**src/rtl/cfg_window_pkg.sv**
```systemverilog
package cfg_window_pkg;

    localparam int DW = 8;
    localparam int AW = 2;
    localparam int MODE_W = 2;

    localparam logic [AW-1:0] LOC_INDEX  = 2'd0;
    localparam logic [AW-1:0] LOC_WINDOW = 2'd1;

    localparam logic [DW-1:0] KEY_FIRST  = 8'hA5;
    localparam logic [DW-1:0] KEY_SECOND = 8'h5A;

    typedef enum logic [2:0] {
        SEL_OWN  = 3'd0,
        SEL_TMO  = 3'd1,
        SEL_MODE = 3'd2,
        SEL_LOW  = 3'd3,
        SEL_HIGH = 3'd4,
        SEL_KEY  = 3'd5,
        SEL_NONE = 3'd6
    } reg_sel_e;

    typedef enum logic [MODE_W-1:0] {
        SPD_STANDARD = 2'b00,
        SPD_FAST     = 2'b01,
        SPD_FASTPLUS = 2'b10,
        SPD_TURBO    = 2'b11
    } speed_e;

    typedef struct packed {
        logic [DW-1:0] own;
        logic [DW-1:0] tmo;
        speed_e        mode;
        logic [DW-1:0] low;
        logic [DW-1:0] high;
    } cfg_t;

    function automatic reg_sel_e decode_index(input logic [DW-1:0] idx);
        reg_sel_e s;
        case (idx)
            8'd0:    s = SEL_OWN;
            8'd1:    s = SEL_TMO;
            8'd2:    s = SEL_MODE;
            8'd3:    s = SEL_LOW;
            8'd4:    s = SEL_HIGH;
            8'd5:    s = SEL_KEY;
            default: s = SEL_NONE;
        endcase
        return s;
    endfunction

endpackage

```
**src/rtl/cfg_index_decode.sv**
```systemverilog
module cfg_index_decode
    import cfg_window_pkg::*;
(
    input  logic [DW-1:0] idx,
    output reg_sel_e      sel
);
    always_comb sel = decode_index(idx);
endmodule

```
**src/rtl/cfg_reg_bank.sv**
```systemverilog
module cfg_reg_bank
    import cfg_window_pkg::*;
#(
    parameter logic [DW-1:0] OWN_INIT  = 8'h00,
    parameter logic [DW-1:0] TMO_INIT  = 8'h00,
    parameter logic [DW-1:0] LOW_INIT  = 8'h9D,
    parameter logic [DW-1:0] HIGH_INIT = 8'h86
) (
    input  logic          clk,
    input  logic          rst,
    input  logic          wr_en,
    input  reg_sel_e      sel,
    input  logic [DW-1:0] wdata,
    output cfg_t          cfg
);
    always_ff @(posedge clk) begin
        if (rst) begin
            cfg.own  <= OWN_INIT;
            cfg.tmo  <= TMO_INIT;
            cfg.mode <= SPD_STANDARD;
            cfg.low  <= LOW_INIT;
            cfg.high <= HIGH_INIT;
        end else if (wr_en) begin
            case (sel)
                SEL_OWN:  cfg.own  <= wdata;
                SEL_TMO:  cfg.tmo  <= wdata;
                SEL_MODE: cfg.mode <= speed_e'(wdata[MODE_W-1:0]);
                SEL_LOW:  cfg.low  <= wdata;
                SEL_HIGH: cfg.high <= wdata;
                default:  ;
            endcase
        end
    end
endmodule

```
**src/rtl/cfg_key_detect.sv**
```systemverilog
module cfg_key_detect
    import cfg_window_pkg::*;
(
    input  logic          clk,
    input  logic          rst,
    input  logic          win_wr,
    input  logic          idx_wr,
    input  reg_sel_e      sel,
    input  logic [DW-1:0] wdata,
    output logic          pulse
);
    logic armed_q;
    logic key_wr;

    assign key_wr = win_wr && (sel == SEL_KEY);

    always_ff @(posedge clk) begin
        if (rst) begin
            armed_q <= 1'b0;
            pulse   <= 1'b0;
        end else begin
            pulse <= key_wr && armed_q && (wdata == KEY_SECOND);
            if (idx_wr) begin
                armed_q <= 1'b0;
            end else if (key_wr) begin
                armed_q <= !armed_q && (wdata == KEY_FIRST);
            end
        end
    end
endmodule

```
**src/rtl/cfg_window_top.sv**
```systemverilog
module cfg_window_top
    import cfg_window_pkg::*;
#(
    parameter logic [7:0] OWN_INIT  = 8'h00,
    parameter logic [7:0] TMO_INIT  = 8'h00,
    parameter logic [7:0] LOW_INIT  = 8'h9D,
    parameter logic [7:0] HIGH_INIT = 8'h86
) (
    input  logic       clk,
    input  logic       rst,
    input  logic       cs,
    input  logic       we,
    input  logic       re,
    input  logic [1:0] addr,
    input  logic [7:0] wdata,
    output logic [7:0] rdata,
    output logic       soft_rst,
    output logic [7:0] own_addr,
    output logic [7:0] timeout,
    output logic [1:0] speed_mode,
    output logic [7:0] scl_low,
    output logic [7:0] scl_high
);
    logic [DW-1:0] idx_q;
    reg_sel_e      sel;
    cfg_t          cfg;
    logic          idx_wr, win_wr, rd_en;
    logic [DW-1:0] rd_mux;

    assign idx_wr = cs && we && (addr == LOC_INDEX);
    assign win_wr = cs && we && (addr == LOC_WINDOW);
    assign rd_en  = cs && re;

    always_ff @(posedge clk) begin
        if (rst)         idx_q <= '0;
        else if (idx_wr) idx_q <= wdata;
    end

    cfg_index_decode u_dec (.idx(idx_q), .sel(sel));

    cfg_reg_bank #(
        .OWN_INIT(OWN_INIT), .TMO_INIT(TMO_INIT),
        .LOW_INIT(LOW_INIT), .HIGH_INIT(HIGH_INIT)
    ) u_bank (
        .clk(clk), .rst(rst), .wr_en(win_wr), .sel(sel),
        .wdata(wdata), .cfg(cfg)
    );

    cfg_key_detect u_key (
        .clk(clk), .rst(rst), .win_wr(win_wr), .idx_wr(idx_wr),
        .sel(sel), .wdata(wdata), .pulse(soft_rst)
    );

    always_comb begin
        rd_mux = '0;
        if (addr == LOC_INDEX) begin
            rd_mux = idx_q;
        end else if (addr == LOC_WINDOW) begin
            case (sel)
                SEL_OWN:  rd_mux = cfg.own;
                SEL_TMO:  rd_mux = cfg.tmo;
                SEL_MODE: rd_mux = {{(DW-MODE_W){1'b0}}, cfg.mode};
                SEL_LOW:  rd_mux = cfg.low;
                SEL_HIGH: rd_mux = cfg.high;
                default:  rd_mux = '0;
            endcase
        end
    end

    always_ff @(posedge clk) begin
        if (rst)        rdata <= '0;
        else if (rd_en) rdata <= rd_mux;
    end

    assign own_addr   = cfg.own;
    assign timeout    = cfg.tmo;
    assign speed_mode = cfg.mode;
    assign scl_low    = cfg.low;
    assign scl_high   = cfg.high;
endmodule

```
**config.mk**
```make
export PLATFORM = sky130hd
export DESIGN_NAME = cfg_window_top
export DESIGN_NICKNAME = d
export VERILOG_FILES = /design/src/rtl/cfg_window_pkg.sv /design/src/rtl/cfg_index_decode.sv /design/src/rtl/cfg_reg_bank.sv /design/src/rtl/cfg_key_detect.sv /design/src/rtl/cfg_window_top.sv
export SDC_FILE = /design/constraint.sdc
export NUM_CORES = 1
export LEC_CHECK = 0
export CAP_MARGIN = 20
export CORE_MARGIN = 2
export CORE_UTILIZATION = 52
export CTS_BUF_LIST = sky130_fd_sc_hd__clkbuf_8
export CTS_CLUSTER_SIZE = 24
export DETAILED_ROUTE_END_ITERATION = 10
export DONT_BUFFER_PORTS = 1
export HOLD_SLACK_MARGIN = 0.15
export PLACE_DENSITY = 0.67
export SYNTH_ARGS = -nofsm -noshare
export SYNTH_HDL_FRONTEND = slang
export SYNTH_SLANG_ARGS = --single-unit
```
**constraint.sdc**
```tcl
create_clock -name clk -period 5.2 [get_ports clk]
set_clock_uncertainty 0.15 [all_clocks]
set_input_delay 1.3 -clock clk [delete_from_list [all_inputs] [get_ports clk]]
set_output_delay 1.3 -clock clk [all_outputs]
set_load 0.005 [all_outputs]
```
==> impl_metrics.toml, run 1 <==
[routing]
vias = 1817
drt_drc_violations_left = 0
drt_pre_antenna_iters = 5
total_routed_wirelength_microns = 5540
final_antenna_net_count = 0
post_dr_wirelength_cell_microns = 19.3
detail_route.iter0.violations = 150
routed_via_density = 6.33

[floorplanning]
dieArea_sq_um = 5150
die-width_microns = 71.7
floorplan.die.height_microns = 71.7
start_util_pct = 54.4
floorplan.io_pins = 58
core_region_area_sq_um = 4380
fp-row-count = 24

[hold_path]
worstHoldPathType = "reg2reg"
min_from = "idx_q[5]$_SDFFE_PP0P_"

[logic_synthesis]
synthMostInstantiatedCell = "sky130_fd_sc_hd__dfxtp_1"
synth.top_cells.by_area = "sky130_fd_sc_hd__dfxtp_1, sky130_fd_sc_hd__mux2i_1, sky130_fd_sc_hd__nor2_1, sky130_fd_sc_hd__nand2_1, sky130_fd_sc_hd__a221oi_1"
synth_top_family_by_area = "simple AND/OR/NAND/NOR gates"
post_synth_and_or_nand_nor_area_fraction_pct = 23.5
synth.lib_cells_used.distinct = 37
post_synthesis_compound_gate_area_fraction_pct = 9.18
synth.yosys.warnings = 0
yosys-mux-area-fraction_pct = 20.3
syn-num-nets = 261
synth-xor-area-share_pct = 0
seq_area_frac_synth_pct = 43.6
post_synth_inst_count = 246
synth_area_per_cell_sq_um = 9.70
netlist_area_sq_um = 2390
yosysTopAreaCell = "sky130_fd_sc_hd__dfxtp_1"
async_flop_share_pct = 0
synth.cells.most_frequent = "sky130_fd_sc_hd__dfxtp_1, sky130_fd_sc_hd__mux2i_1, sky130_fd_sc_hd__nor2_1"
synth.top_cell.area_share_pct = 43.6
yosys.area_share.adder_pct = 0
synthFlopType = "sky130_fd_sc_hd__dfxtp_1"
synth_enable_flop_cells = 0
synth.ff_latch_count = 52

[grt]
first_global_vias = 1777
grt_antenna_before_repair = 0
maximum_number_of_pins_on_one_net_before_global_route_repair = 53
groute.usage.overall_pct = 23.4
global_route_wire_length_before_repair_microns = 9270
grt.overflow.total = 0

[sta]
maxSlewHeadroom_pct = 37.8
hold_slack_ns = 0.324
max_transition_viols_final = 0
finalSetupTns_ns = 0
min_tclk_post_route_ns = 2.66
hold_viol_final = 0
setup_viol = 0
timing.final.crit_share_pct = 51.1
timing_worst_slew_pin_value_ns = 0.932
rsz_0062_raised_after_global_routing = "false"
clock.fmax_mhz = 377
worst_slack_ns = 2.54

[setup_path]
crit_type = "in2reg"
worstSetupEndpointType = "flop"
crit_arrival_ns = 2.70
crit_required_ns = 5.25
timing.critical_path.from_type = "input port"
crit_buf_inv = 0
worstPathCellList = "or4b_1 -> nor4_4 -> mux2i_1 -> nor2_1"
cp_slowest_stage_delay_ns = 0.56
maximum_net_fanout_on_the_critical_path = 8
regToRegStartpoint = "idx_q[2]$_SDFFE_PP0P_"
path_delay_family = "simple AND/OR/NAND/NOR gates"
worst_setup_path_startpoint = "addr[1]"
critPathSlowestCell = "sky130_fd_sc_hd__nor4_4"

[power]
power_mw = 0.707
total_leakage_power_nw = 0.846
powerDensity_nw_per_um2 = 285
power.ir.vdd_worst_v = 0.000121

[place]
pre_cts_slack_ns = 2.22
place_congestion = 0.721
hpwlAfterDp_microns = 3690
total_of_buffers_placed_on_input_and_output_ports = 0

[clock_tree]
cts-root-buf = "sky130_fd_sc_hd__clkbuf_8"
clock_insertion_delay_at_the_later_pin_of_the_skew_report_ns = 0.29
cts-hold-fix-buffers = 0
cts_inserted_buffers = 5
clockBufferDepth = 2
clkSlewWorstSetupHoldPaths_ns = 0.09
clock-sinks = 52
cts_tree = "yes"
cts_setup_buffers = 0
cts.repair.resized = 0
cts_max_level = 2

[final_layout]
post_route_cells_drive_above_1_share_pct = 6.81
flow.area_growth_from_synthesis_pct = 3.88
antenna-diode-count = 0
final_net_count = 251

[status]
status = "finished clean"

[job]
drv_cap = 0
-- state kept, by name (all words and copies together) (netlist names) --
register       flops
idx_q              8
rdata              8
u_bank.cfg        34
u_key.armed_q      1
u_key.pulse        1
-- power by group --
part	leakage [nW]	switching (mW)	internal (mW)
registers	0.421	0.00779	0.404
clock network	0.0501	0.123	0.138
logic	0.375	0.0181	0.0158
total	0.846	0.149	0.558
-- worst paths after layout --
path	slack, ns	depth (start not counted)	end
hold / removal	0.32	2	idx_q[5]$_SDFFE_PP0P_
setup / recovery	2.54	4	u_bank.cfg[32]$_SDFFE_PP0P_
hold reg to reg	0.32	2	idx_q[5]$_SDFFE_PP0P_
setup reg to reg	2.75	5	u_bank.cfg[2]$_SDFFE_PP1P_
-- cell families (layout without fill, tap and decap cells) --
group	Yosys count	in the layout
AO/OA/AOI/OAI	30	30
buffers and inverters	18	7
AND/OR/NAND/NOR	100	100
multiplexers	46	46
flip-flops	52	52
-- metrics by stage --
step	std cells	util, %	instance area (sq um)
3_3_place_gp	281	54.3	2380
2_1_floorplan	246	-	2390
3_5_place_dp	281	54.3	2380
4_1_cts	287	56.5	2480
5_1_grt	287	56.5	2480
6_report	287	56.5	2480
-- layer usage --
layer	global-route usage, %	vias up	share of wire, %	wire length, microns
li1	-	860	-	-
met1	33.4	892	46	2550
met2	34.5	63	46	2540
met3	7.17	2	7.9	437
met4	6.29	0	0.29	16
met5	0	-	0	0
-- placed cells by master, fill, tap and decap left out, types with 2 or more instances in the layout --
cell type                  Yosys  routed
sky130_fd_sc_hd__o21ai_1       2       2
sky130_fd_sc_hd__a21oi_1      10      10
sky130_fd_sc_hd__nor3_1        8       8
sky130_fd_sc_hd__nor4_4        2       2
sky130_fd_sc_hd__nand3b_1      4       4
sky130_fd_sc_hd__nand2b_1      7       7
sky130_fd_sc_hd__nor2_1       36      36
sky130_fd_sc_hd__and3_1        4       4
sky130_fd_sc_hd__nand2_1      17      17
sky130_fd_sc_hd__a221oi_1      6       6
sky130_fd_sc_hd__dfxtp_1      52      52
sky130_fd_sc_hd__a211oi_1      2       2
sky130_fd_sc_hd__a211o_1       3       3
sky130_fd_sc_hd__or4bb_1       2       2
sky130_fd_sc_hd__mux4_2        2       2
sky130_fd_sc_hd__mux2i_1      44      44
sky130_fd_sc_hd__o22ai_1       6       6
sky130_fd_sc_hd__nor2b_1       5       5
sky130_fd_sc_hd__clkbuf_8      0       5
sky130_fd_sc_hd__or4_1         2       2
-- worst register-to-register path, stage by stage (launching register included) --
cell and delay (ns):
sky130_fd_sc_hd__dfxtp_1 0.94, sky130_fd_sc_hd__or3b_2 0.51, sky130_fd_sc_hd__nor4_2 0.16, sky130_fd_sc_hd__buf_4 0.26, sky130_fd_sc_hd__nor2b_1 0.07, sky130_fd_sc_hd__a211o_1 0.26
-- area by class of cell --
cell class                 count  area (sq um)
clock buffer                   5          68.8
clock inverter                 1          30.0
fill                         410          1910
multi-input combinational    176          1270
sequential                    52          1040
tap                           52          65.1
timing repair buffer           1          7.51
Power figures use the tool's default switching activity.
==> run 2, diff against run 1 <==
- clock period: 5.2 -> 2.6 ns (I/O delays scaled with it)
==> run 2 against run 1 <==
First-iteration DRC count fell by 21%. Hold slack lost 0.068 ns. Combinational power grew 130%. Core utilization up 1.6 points. Sequential share of layout area is 1.2 points lower. Final cell count is 4.2% higher. Via count stayed put. Total power increased by 95%. Largest power group unchanged. Non-clock buffer count grew 10. Routed wire length increased by 4.3%.
==> impl_metrics.toml, run 2 (synthesized netlist as in run 1, its figures left out) <==
[power]
total_leakage_power_nw = 0.899
powerDensity_nw_per_um2 = 540
power.ir.vdd_worst_v = 0.000336

[final_layout]
largest-register = "u_bank.cfg"
final_net_count = 261
post_route_cells_drive_above_1_share_pct = 10.9
fin_cells = 299
largest_register_ff_count = 34
most-common-layout-cells = "sky130_fd_sc_hd__dfxtp_1, sky130_fd_sc_hd__mux2i_1, sky130_fd_sc_hd__nor2_1"
finalCoreUtilization_pct = 58.1
sequential_cell_area_sq_um = 1040
flow.area_growth_from_synthesis_pct = 6.82
n_fill_cell = 395
antenna-diode-count = 0
leading_cell_type_in_the_layout_fill_and_taps_excluded = "sky130_fd_sc_hd__dfxtp_1"
multiInputGateArea_sq_um = 1270
layout_top_registers = "u_bank.cfg: 34 flops, idx_q: 8 flops, rdata: 8 flops"

[routing]
final_antenna_net_count = 0
routed_via_density = 6.08
vias = 1817
total_routed_wirelength_microns = 5780
detail_route.iter0.violations = 119
post_dr_wirelength_cell_microns = 19.3
drt_pre_antenna_iters = 4
drt_drc_violations_left = 0

[place]
place_congestion = 0.860
hpwlAfterDp_microns = 3980
placedCellCount = 291
total_of_buffers_placed_on_input_and_output_ports = 0

[clock_tree]
clock_insertion_delay_at_the_later_pin_of_the_skew_report_ns = 0.30
cts.repair.resized = 0
cts-root-buf = "sky130_fd_sc_hd__clkbuf_8"
cts_inserted_buffers = 5
cts_max_level = 2
clkSlewWorstSetupHoldPaths_ns = 0.09
clockBufferDepth = 2
cts-hold-fix-buffers = 0
cts_tree = "yes"
clock-sinks = 52
cts_setup_buffers = 0

[setup_path]
regToRegStartpoint = "idx_q[7]$_SDFFE_PP0P_"
path_delay_family = "simple AND/OR/NAND/NOR gates"
worstPathCellList = "or4_4 -> or4_1 -> mux2i_1 -> nor2_1"
reg2reg_to = "u_bank.cfg[24]$_SDFFE_PP0P_"
crit_required_ns = 2.65
timing.critical_path.from_type = "flop"
end_of_the_critical_path = "u_bank.cfg[24]$_SDFFE_PP0P_"
cp.depth = 4
worstSetupEndpointType = "flop"
maximum_net_fanout_on_the_critical_path = 8
crit_arrival_ns = 2.35
crit_buf_inv = 0
cp_slowest_stage_delay_ns = 0.79
worst_setup_path_startpoint = "idx_q[7]$_SDFFE_PP0P_"
critPathSlowestCell = "sky130_fd_sc_hd__or4_1"
register_to_register_setup_slack_ns = 0.30
worst-r2r-cell-count = 4
crit_type = "reg2reg"

[sta]
min_tclk_post_route_ns = 2.30
setup_viol = 0
finalSetupTns_ns = 0
rsz_0062_raised_after_global_routing = "false"
hold_viol_final = 0
maxSlewHeadroom_pct = 65.0
timing.final.crit_share_pct = 88.4
clock.fmax_mhz = 435
timing_worst_slew_pin_value_ns = 0.525
max_transition_viols_final = 0

[grt]
global_route_wire_length_before_repair_microns = 9540
grt.overflow.total = 0
grt_antenna_before_repair = 0
first_global_vias = 1806
maximum_number_of_pins_on_one_net_before_global_route_repair = 53
groute.usage.overall_pct = 24.1

[floorplanning]
core_region_area_sq_um = 4380
fp-row-count = 24
floorplan.io_pins = 58
start_util_pct = 54.4
die-width_microns = 71.7
dieArea_sq_um = 5150
floorplan.die.height_microns = 71.7

[job]
drv_cap = 0

[status]
status = "finished clean"

[hold_path]
worstHoldPathType = "in2reg"
-- run 2: cell types whose count changed in the layout (fill, tap and decap cells not counted) --
cell,delta
sky130_fd_sc_hd__inv_1,+1
sky130_fd_sc_hd__clkinvlp_4,+1
sky130_fd_sc_hd__bufinv_16,-1
sky130_fd_sc_hd__clkbuf_8,+1
sky130_fd_sc_hd__buf_4,+10
-- run 2: how the worst min path moves through the flow --
stage	cells after the start	slack, ns	end	from
after global routing	1	0.24	u_bank.cfg[23]$_SDFFE_PP0P_	rst
after detailed placement	2	0.31	idx_q[7]$_SDFFE_PP0P_	idx_q[7]$_SDFFE_PP0P_
after CTS	1	0.24	idx_q[2]$_SDFFE_PP0P_	rst
after floorplan	2	0.30	idx_q[5]$_SDFFE_PP0P_	idx_q[5]$_SDFFE_PP0P_
after global placement	2	0.31	idx_q[3]$_SDFFE_PP0P_	idx_q[3]$_SDFFE_PP0P_
final	1	0.26	u_bank.cfg[23]$_SDFFE_PP0P_	rst
-- run 2: stage by stage --
stage          worst slack [ns]  cell area [sq um]  power [mW]  hold WS (ns)
2_1_floorplan             0.425               2390       0.911         0.299
3_3_place_gp              0.328               2450       0.914         0.309
3_5_place_dp              0.304               2450       0.916         0.314
4_1_cts                   0.280               2550        1.39         0.241
5_1_grt                   0.183               2550        1.42         0.244
6_report                  0.301               2550        1.38         0.256
-- run 2: per-layer routing --
| layer | up-vias | global-route usage, % | wire length (microns) |
|---|---|---|---|
| met5 | - | 0 | 0 |
| met4 | 0 | 9.01 | 61 |
| met2 | 51 | 35.9 | 2690 |
| li1 | 876 | - | - |
| met3 | 6 | 6.47 | 348 |
| met1 | 884 | 33.7 | 2680 |
-- run 2: report_power, final --
group          leakage (nW)  switching, mW  internal, mW
sequential            0.421         0.0114         0.809
clock                0.0486          0.266         0.213
combinational         0.429         0.0417        0.0349
-- run 2: layout make-up --
cell class,instances,area share [%]
Sequential cell,52,40.8
Clock inverter,2,0.442
Timing Repair Buffer,11,3.24
Tap cell,52,2.55
Multi-Input combinational cell,176,49.7
Clock buffer,6,3.24
